`config.mk`:
```
export PLATFORM = sky130hd
export DESIGN_NAME = sync_rx
export DESIGN_NICKNAME = d
export VERILOG_FILES = /design/src/rtl/sync_rx_pkg.sv /design/src/rtl/sync_rx_sync.sv /design/src/rtl/sync_rx_clkgen.sv /design/src/rtl/sync_rx.sv
export SDC_FILE = /design/constraint.sdc
export NUM_CORES = 1
export LEC_CHECK = 0
export CORE_ASPECT_RATIO = 1.1
export CORE_UTILIZATION = 58
export CTS_BUF_LIST = sky130_fd_sc_hd__clkbuf_4 sky130_fd_sc_hd__clkbuf_8 sky130_fd_sc_hd__clkbuf_16
export CTS_CLUSTER_SIZE = 20
export DETAILED_ROUTE_END_ITERATION = 6
export GPL_TIMING_DRIVEN = 0
export PLACE_DENSITY = 0.85
export SETUP_SLACK_MARGIN = 0.05
export SYNTH_ARGS = -nofsm -noshare
export SYNTH_HDL_FRONTEND = slang
export SYNTH_SLANG_ARGS = --single-unit
```
`constraint.sdc`:
```
create_clock -name clk -period 3.2 [get_ports clk]
set_input_delay 0.64 -clock clk [delete_from_list [all_inputs] [get_ports clk]]
set_output_delay 0.64 -clock clk [all_outputs]
set_load 0.005 [all_outputs]
```
`src/rtl/sync_rx_pkg.sv`:
```
package sync_rx_pkg;
    localparam int unsigned RX_BITS  = 8;
    localparam int unsigned RX_EDGES = 2 * RX_BITS;
    localparam int unsigned EDGE_CW  = $clog2(RX_EDGES);

    typedef struct packed {
        logic               busy;
        logic [EDGE_CW-1:0] ecnt;
        logic [RX_BITS-1:0] shreg;
        logic [RX_BITS-1:0] rbuf;
        logic               done;
    } rx_state_t;
endpackage

```
`src/rtl/sync_rx_sync.sv`:
```
module sync_rx_sync #(
    parameter int unsigned W      = 2,
    parameter int unsigned STAGES = 2
) (
    input  logic         clk,
    input  logic         rst_n,
    input  logic [W-1:0] d_in,
    output logic [W-1:1] q_hi,
    output logic         rise,
    output logic         fall
);
    logic [STAGES-1:0][W-1:0] st_d, st_q;
    logic                     prev_d, prev_q;

    always_comb begin
        st_d[0] = d_in;
        for (int i = 1; i < STAGES; i++) begin
            st_d[i] = st_q[i-1];
        end
        prev_d = st_q[STAGES-1][0];
    end

    always_ff @(posedge clk or negedge rst_n) begin
        if (!rst_n) begin
            st_q   <= '0;
            prev_q <= 1'b0;
        end else begin
            st_q   <= st_d;
            prev_q <= prev_d;
        end
    end

    assign q_hi = st_q[STAGES-1][W-1:1];
    assign rise = st_q[STAGES-1][0] & ~prev_q;
    assign fall = ~st_q[STAGES-1][0] & prev_q;
endmodule

```
`src/rtl/sync_rx_clkgen.sv`:
```
module sync_rx_clkgen #(
    parameter int unsigned DIV_W = 8
) (
    input  logic             clk,
    input  logic             rst_n,
    input  logic             run,
    input  logic             idle_lvl,
    input  logic [DIV_W-1:0] div,
    output logic             sclk,
    output logic             tick,
    output logic             rise
);
    typedef struct packed {
        logic [DIV_W-1:0] cnt;
        logic             sclk;
    } cg_t;

    cg_t d, q;

    always_comb begin
        d    = q;
        tick = run && (q.cnt == div);
        rise = tick && !q.sclk;
        if (!run) begin
            d.cnt  = '0;
            d.sclk = idle_lvl;
        end else if (tick) begin
            d.cnt  = '0;
            d.sclk = ~q.sclk;
        end else begin
            d.cnt = q.cnt + 1'b1;
        end
    end

    always_ff @(posedge clk or negedge rst_n) begin
        if (!rst_n) q <= '0;
        else        q <= d;
    end

    assign sclk = q.sclk;


    toggle_on_div_chk: assert property (@(posedge clk) disable iff (!rst_n)
        ($past(run) && (q.sclk != $past(q.sclk))) |-> ($past(q.cnt) == $past(div)));
endmodule

```
`src/rtl/sync_rx.sv`:
```
module sync_rx
    import sync_rx_pkg::*;
#(
    parameter int unsigned DIV_W       = 8,
    parameter int unsigned SYNC_STAGES = 2
) (
    input  logic               clk,
    input  logic               rst_n,
    input  logic               rx_en,
    input  logic               master,
    input  logic               pol_neg,
    input  logic [DIV_W-1:0]   div,
    input  logic               trig,
    input  logic               clr_done,
    input  logic               irq_en,
    input  logic               sclk_in,
    input  logic               sdin,
    output logic               sclk_out,
    output logic               sclk_oe,
    output logic [RX_BITS-1:0] rx_data,
    output logic               done,
    output logic               busy,
    output logic               irq
);
    localparam logic [EDGE_CW-1:0] LAST_EDGE = EDGE_CW'(RX_EDGES - 1);

    rx_state_t d, q;

    logic sd_sync, s_rise, s_fall;
    logic cg_sclk, cg_tick, cg_rise;
    logic edge_ev, rise_ev, din, fin;

    sync_rx_sync #(.W(2), .STAGES(SYNC_STAGES)) i_sync (
        .clk  (clk),
        .rst_n(rst_n),
        .d_in ({sdin, sclk_in}),
        .q_hi (sd_sync),
        .rise (s_rise),
        .fall (s_fall)
    );

    sync_rx_clkgen #(.DIV_W(DIV_W)) i_clkgen (
        .clk     (clk),
        .rst_n   (rst_n),
        .run     (q.busy & master),
        .idle_lvl(pol_neg),
        .div     (div),
        .sclk    (cg_sclk),
        .tick    (cg_tick),
        .rise    (cg_rise)
    );

    always_comb begin
        edge_ev = q.busy && (master ? cg_tick : (s_rise | s_fall));
        rise_ev = master ? cg_rise : s_rise;
        din     = master ? sdin : sd_sync;
        fin     = rx_en && edge_ev && (q.ecnt == LAST_EDGE);

        d = q;
        if (!rx_en) begin
            d.busy  = 1'b0;
            d.ecnt  = '0;
            d.shreg = '0;
        end else if (!q.busy) begin
            if (trig) begin
                d.busy = 1'b1;
                d.ecnt = '0;
            end
        end else if (edge_ev) begin
            if (rise_ev) d.shreg = {q.shreg[RX_BITS-2:0], din};
            if (fin) begin
                d.rbuf = d.shreg;
                d.busy = 1'b0;
                d.ecnt = '0;
            end else begin
                d.ecnt = q.ecnt + 1'b1;
            end
        end

        if (fin)           d.done = 1'b1;
        else if (clr_done) d.done = 1'b0;
    end

    always_ff @(posedge clk or negedge rst_n) begin
        if (!rst_n) q <= '0;
        else        q <= d;
    end

    assign sclk_out = cg_sclk;
    assign sclk_oe  = master;
    assign rx_data  = q.rbuf;
    assign done     = q.done;
    assign busy     = q.busy;
    assign irq      = q.done & irq_en;


    abort_idle_chk: assert property (@(posedge clk) disable iff (!rst_n)
        !rx_en |=> !busy);


    retrig_ignored_chk: assert property (@(posedge clk) disable iff (!rst_n)
        (q.busy && rx_en && trig && !edge_ev) |=> (q.ecnt == $past(q.ecnt)));


    buf_hold_chk: assert property (@(posedge clk) disable iff (!rst_n)
        !fin |=> $stable(q.rbuf));


    done_rise_chk: assert property (@(posedge clk) disable iff (!rst_n)
        $rose(q.done) |-> $past(q.busy));
endmodule

```
==> Word-level counts from Yosys, hierarchy flattened <==
Index checks and enable logic that the tools add are counted.
{ "word_totals": {"ff_bits": 36, "in_bits": 18, "output_inout_bits": 13, "word_cells": 54} }
{ "op_classes": {"addsub": 2, "n_eq_ne": 7, "n_mux": 17, "bitwise": 8, "reduce_logical": 10} }
{ "ops": {"columns": ["op", "count"], "rows": [
  ["two-way mux 8 bit", 3],
  ["two-way mux 21 bit", 1],
  ["two-way mux 16 bit", 1],
  ["two-way mux 13 bit", 1],
  ["two-way mux 5 bit", 2],
  ["two-way mux 9 bit", 1],
  ["adder 8 x 1 -> 8 bit, second input constant", 1],
  ["== test 8 bit", 1],
  ["two-way mux 1 bit", 7],
  ["logical AND 1 bit", 5],
  ["adder 4 x 1 -> 4 bit, second input constant", 1],
  ["bitwise AND 1 bit", 4],
  ["== test 4 bit, second input constant", 1],
  ["two-way mux 4 bit", 1],
  ["!= test 2 x 1 -> 1 bit, second input constant", 2],
  ["AND reduction 2 bit", 2],
  ["AND reduction 4 bit", 1],
  ["!= test 3 x 1 -> 1 bit, second input constant", 1],
  ["!= test 3 x 2 -> 1 bit, second input constant", 1],
  ["inverter 1 bit", 3],
  ["!= test 2 bit, second input constant", 1],
  ["nonzero test 2 bit", 1],
  ["zero test 1 bit", 1],
  ["OR 1 bit", 1]
]} }

==> Depth between registers and ports, before layout <==
{ "depth": {"ltp_word": 11, "depth_mapped": 8, "mapped_depth_nobuf": 7} }

==> Modules after synthesis <==
From an unflattened synthesis, not the netlist that was laid out.
{ "unflattened": {"hier_cells": 153, "area_unflattened_um2": 1811.7} }
{ "by_module_without_submodules": {"columns": ["mod", "instances", "cells_per_inst", "area_each_um2", "seq_area_each_um2"], "rows": [
  ["sync_rx", 1, 97, 1141.1, 550.5],
  ["sync_rx_clkgen", 1, 49, 530.5, 225.2],
  ["sync_rx_sync", 1, 7, 140.1, 125.1]
]} }

==> Worst setup path after synthesis <==
Ideal clock, no wire load.
{ "synth_path": {"path_kind": "input port to flip-flop", "from": "input div[7]", "to": "register q, in the netlist rx_data[1]", "arrival_time_ns": 1.694, "t_required_ns": 3.064, "setup_slack_ns": 1.370, "stages": 6, "n_path_buf": 1, "cell_sequence": "xnor2_1 nand4_2 o31ai_4 and2_1 buf_6 a41oi_2"} }
{ "synth_via": {"elab_chain_cells": 7, "word_cells_on_any_way": 10, "classes_between": "eq/ne: 1; mux: 3; reduce/logical: 6"} }
{ "synth_lines": {"columns": ["element", "line_no", "source"], "rows": [
  ["start, declared", "sync_rx.sv:12", "input logic [DIV_W-1:0] div,"],
  ["== test 8 bit (*)", "sync_rx_clkgen.sv:22", "tick = run && (q.cnt == div);"],
  ["logical AND 1 bit (*)", "sync_rx_clkgen.sv:22", null],
  ["two-way mux 1 bit", "sync_rx.sv:54", "edge_ev = q.busy && (master ? cg_tick : (s_rise | s_fall));"],
  ["logical AND 1 bit", "sync_rx.sv:54", null],
  ["logical AND 1 bit (2 in a row)", "sync_rx.sv:57", "fin = rx_en && edge_ev && (q.ecnt == LAST_EDGE);"],
  ["AND reduction 4 bit (no line)", null, null],
  ["end signal, assigned", "sync_rx.sv:85", "if (!rst_n) q <= '0;"],
  ["end signal, assigned", "sync_rx.sv:86", "else q <= d;"],
  ["end, declared", "sync_rx.sv:27", "rx_state_t d, q;"]
]} }
Mark *: on every way between the ends. The rest lies on a longest branch, timed or not.
A chain may end at the register's enable or synchronous reset.

==> Final worst setup path <==
{ "layout_path": {"from": "input irq_en", "to": "output irq"} }
{ "layout_via": {"elab_chain_cells": 1} }
{ "layout_lines": {"columns": ["element", "line_no", "source"], "rows": [
  ["start, declared", "sync_rx.sv:15", "input logic irq_en,"],
  ["bitwise AND 1 bit", "sync_rx.sv:94", "assign irq = q.done & irq_en;"],
  ["end, declared", "sync_rx.sv:23", "output logic irq"]
]} }
No other way between the ends.

==> results.py <==
metrics = {
    "final_layout": {
        "fill_cells": 267,
        "final_common_cell": "dfrtp_1",
        "syn_to_final_growth_pct": 20.52,
        "final_nets": 261,
        "layout_common_cells": "36 x dfrtp_1, 28 x clkdlybuf4s50_1, 26 x nand3_1",
        "diodes": 0,
        "final_layout_size_suffix_gt1_share_pct": 22.41,
    },
    "drt": {
        "ant_nets": 0,
        "wirelength_um": 3889,
        "wl_per_cell_um": 13.46,
        "post_drt_via_cell_ratio": 5.543,
        "drt_iter0_markers": 49,
        "vias": 1602,
        "firstDrtPassIters": 4,
        "route.detailed.drc": 0,
    },
    "critical_path": {
        "path_class": "primary input to output pin",
        "endpoint": "irq",
        "worstPathArrival_ps": 1680,
        "ff2ff_path_depth": 6,
        "end_kind": "output pin",
        "start_kind": "primary input",
        "r2r_slack_ps": 1410,
        "r2r_end": "rx_data[3]$_DFFE_PN0P_",
        "crit_required_ps": 2560,
        "timing.rr.start": "i_clkgen.q[1]$_DFF_PN0_",
        "path_max_fanout": 1,
        "startpoint": "irq_en",
    },
    "cts": {
        "clk_latency_ps": 340,
        "clockRootBuffer": "clkbuf_4",
        "cts_sinks": 36,
        "cts_setup_buffers": 0,
        "cts.path.max_buffers": 2,
        "cts_tree": "built",
        "cts.repair.resized": 0,
        "htreeDepth": 2,
        "clk_pin_slew_worst_paths_ps": 110,
        "hold_buffers": 0,
        "cts_buffers": 5,
    },
    "timing": {
        "post-route-period-util_pct": 72.65,
        "rsz0062_at_grt": "no",
        "fin_crit_ps": 2325,
        "setup_ws_ps": 875.2,
        "max_slew.worst_pin.slew_ps": 789.1,
        "setup_viol": 0,
        "finalClockSkew_ps": 15.11,
        "maxClockFrequency_mhz": 430.1,
        "maxSlewHeadroom_pct": 47.39,
        "slew_viol_final": 0,
        "setup_tns_ps": 0,
        "hold_viol_final": 0,
    },
    "synth": {
        "synthXorXnorAreaFrac_pct": 8.147,
        "syn_nets": 225,
        "synth-simple-area-share_pct": 18.71,
        "yosys_register_bits": 36,
        "synth.area.mux_share_pct": 0.9656,
        "yosys.area_share.adder_pct": 1.811,
        "ys_types": 38,
        "synth_area_per_cell_sq_um": 10.16,
        "synth_top_family_by_area": "compound AO/OA/AOI/OAI gates",
        "synthCells": 204,
        "syn_area_sq_um": 2073,
        "ys_warn_count": 0,
        "synth-compound-area-share_pct": 19.31,
        "ys_seq_area_share_pct": 43.45,
    },
    "grt": {
        "grt_pass1_wl_um": 6706,
        "grt-ovfl-total": 0,
        "grt_usage_pct": 23.78,
        "met2_usage_pct": 39.77,
        "grt_antenna_before_repair": 0,
        "busiest_layer": "met2",
        "grt_pass1_vias": 1514,
        "grt_use_met1_pct": 29.93,
        "grt_max_degree": 37,
        "met3_usage_pct": 5.589,
    },
    "placement": {
        "io_buffers": 29,
        "dp_slack_ps": 760.6,
        "dp_hpwl_um": 2836,
        "place.gp.congestion": 0.8264,
    },
    "floorplanning": {
        "die_w_um": 59.01,
        "design.core.area_sq_um": 3386,
        "io_pins": 31,
        "dieArea_sq_um": 3818,
        "rows": 22,
        "start_util_pct": 61.23,
        "dieHeight_um": 64.71,
    },
    "power": {
        "p_leak_nw": 1.019,
        "power_density_nw_per_um2": 359.8,
        "vdd.ir_drop.worst_mv": 0.2838,
    },
    "run_status": {
        "status": "finished, final reports clean",
    },
    "hold_path": {
        "hold_path_class": "primary input to async pin",
    },
    "run": {
        "maxCapViolations": 0,
    },
}
==> layer usage <==
layer	part of all wire (%)	wire, um
met1	42	1633
met3	5.0	195
met5	0	0
met2	51	1971
met4	2.3	89
==> flip-flops by register name, summed over array words and instances (netlist names) <==
register and count:
i_sync.q_hi 1, i_sync.prev_q 1, done 1, i_clkgen.q 8, rx_data 8, busy 1, q 12, i_sync.st_d 2
i_clkgen.sclk 1, i_sync.prev_d 1
==> metrics by stage <==
| step | cell area (sq um) | power (mW) | utilization, % | hold WS, ps | std cells |
|---|---|---|---|---|---|
| 2_1_floorplan | 2073 | 0.5387 | - | 331.2 | 204 |
| 3_3_place_gp | 2424 | 0.5858 | 71.58 | 332.9 | 281 |
| 3_5_place_dp | 2419 | 0.5875 | 71.43 | 355.2 | 281 |
| 4_1_cts | 2499 | 0.9125 | 73.80 | 377.4 | 289 |
| 5_1_grt | 2499 | 0.9437 | 73.80 | 393.4 | 289 |
| 6_report | 2499 | 0.8991 | 73.80 | 364.4 | 289 |
==> Yosys cell counts <==
cell      count  area share, %
clkbuf_1      2           0.36
a22o_1        2           0.85
o21ai_0      11            2.7
mux2i_1       2           0.97
o22ai_1       1           0.30
nand2_1      14            2.5
xnor2_2       5            3.9
nand2b_1      3           0.91
a21oi_1      13            3.1
a31oi_1       4            1.2
buf_6         3            1.6
nand3b_1      1           0.36
buf_2         6            1.4
o21a_1        1           0.36
o31ai_4       1            1.0
a41oi_2       7            5.5
xnor2_1       8            3.4
o311a_1       1           0.48
buf_4         9            3.3
nand3_2       1           0.48
and4_1        1           0.42
ha_1          3            1.8
and2_1        3           0.91
o21ai_1       2           0.48
a21o_1        1           0.36
nand3_1      26            6.3
and4_4        1           0.54
inv_1         5           0.91
a21oi_2       7            3.0
and3_4        1           0.54
xor2_1        2           0.85
nand4_2       2            1.2
nor2_1       12            2.2
and3_1        3           0.91
nor2b_1       2           0.60
nor2_4        1           0.54
dfrtp_1      36             43
or2_2         1           0.30
==> final cells by class <==
class	instances	area, sq um	area share (%)
buffer	20	138.9	5.558
clock buffer	6	45.04	1.803
clock inverter	2	35.03	1.402
inverter	5	18.77	0.7511
multi-input combinational	143	1015	40.61
sequential	36	900.9	36.05
tap	48	60.06	2.404
timing repair buffer	29	285.3	11.42
==> worst max-delay path, cell delays in order <==
cell             delay [ps]
clkdlybuf4s50_1         450
and2_1                  110
clkdlybuf4s50_1         490
==> report_power, final <==
part / internal [mW] / switching (mW)
combinational: 0.0470 / 0.0489
sequential: 0.468 / 0.0148
clock: 0.172 / 0.148
total: 0.687 / 0.212
==> worst min-delay path by stage <==
stage	from	endpoint	slack, ps	depth (start not counted)
finish	rst_n	q[14]$_DFFE_PN0P_	360	1
global placement	i_sync.st_d[3]$_DFF_PN0_	i_sync.q_hi$_DFF_PN0_	330	0
global route	i_sync.st_d[3]$_DFF_PN0_	i_sync.q_hi$_DFF_PN0_	390	0
detailed placement	i_sync.st_d[2]$_DFF_PN0_	i_sync.prev_d$_DFF_PN0_	360	0
floorplan	i_sync.st_d[2]$_DFF_PN0_	i_sync.prev_d$_DFF_PN0_	330	0
CTS	rst_n	q[18]$_DFFE_PN0P_	380	1
==> cell families after synthesis <==
logic type | Yosys count
compound gates | 51
simple gates | 72
xor+xnor | 15
flops | 36
fa+ha+maj | 3
mux | 2
buf+inv | 25
Note: power is estimated with default switching activity, not from simulation.
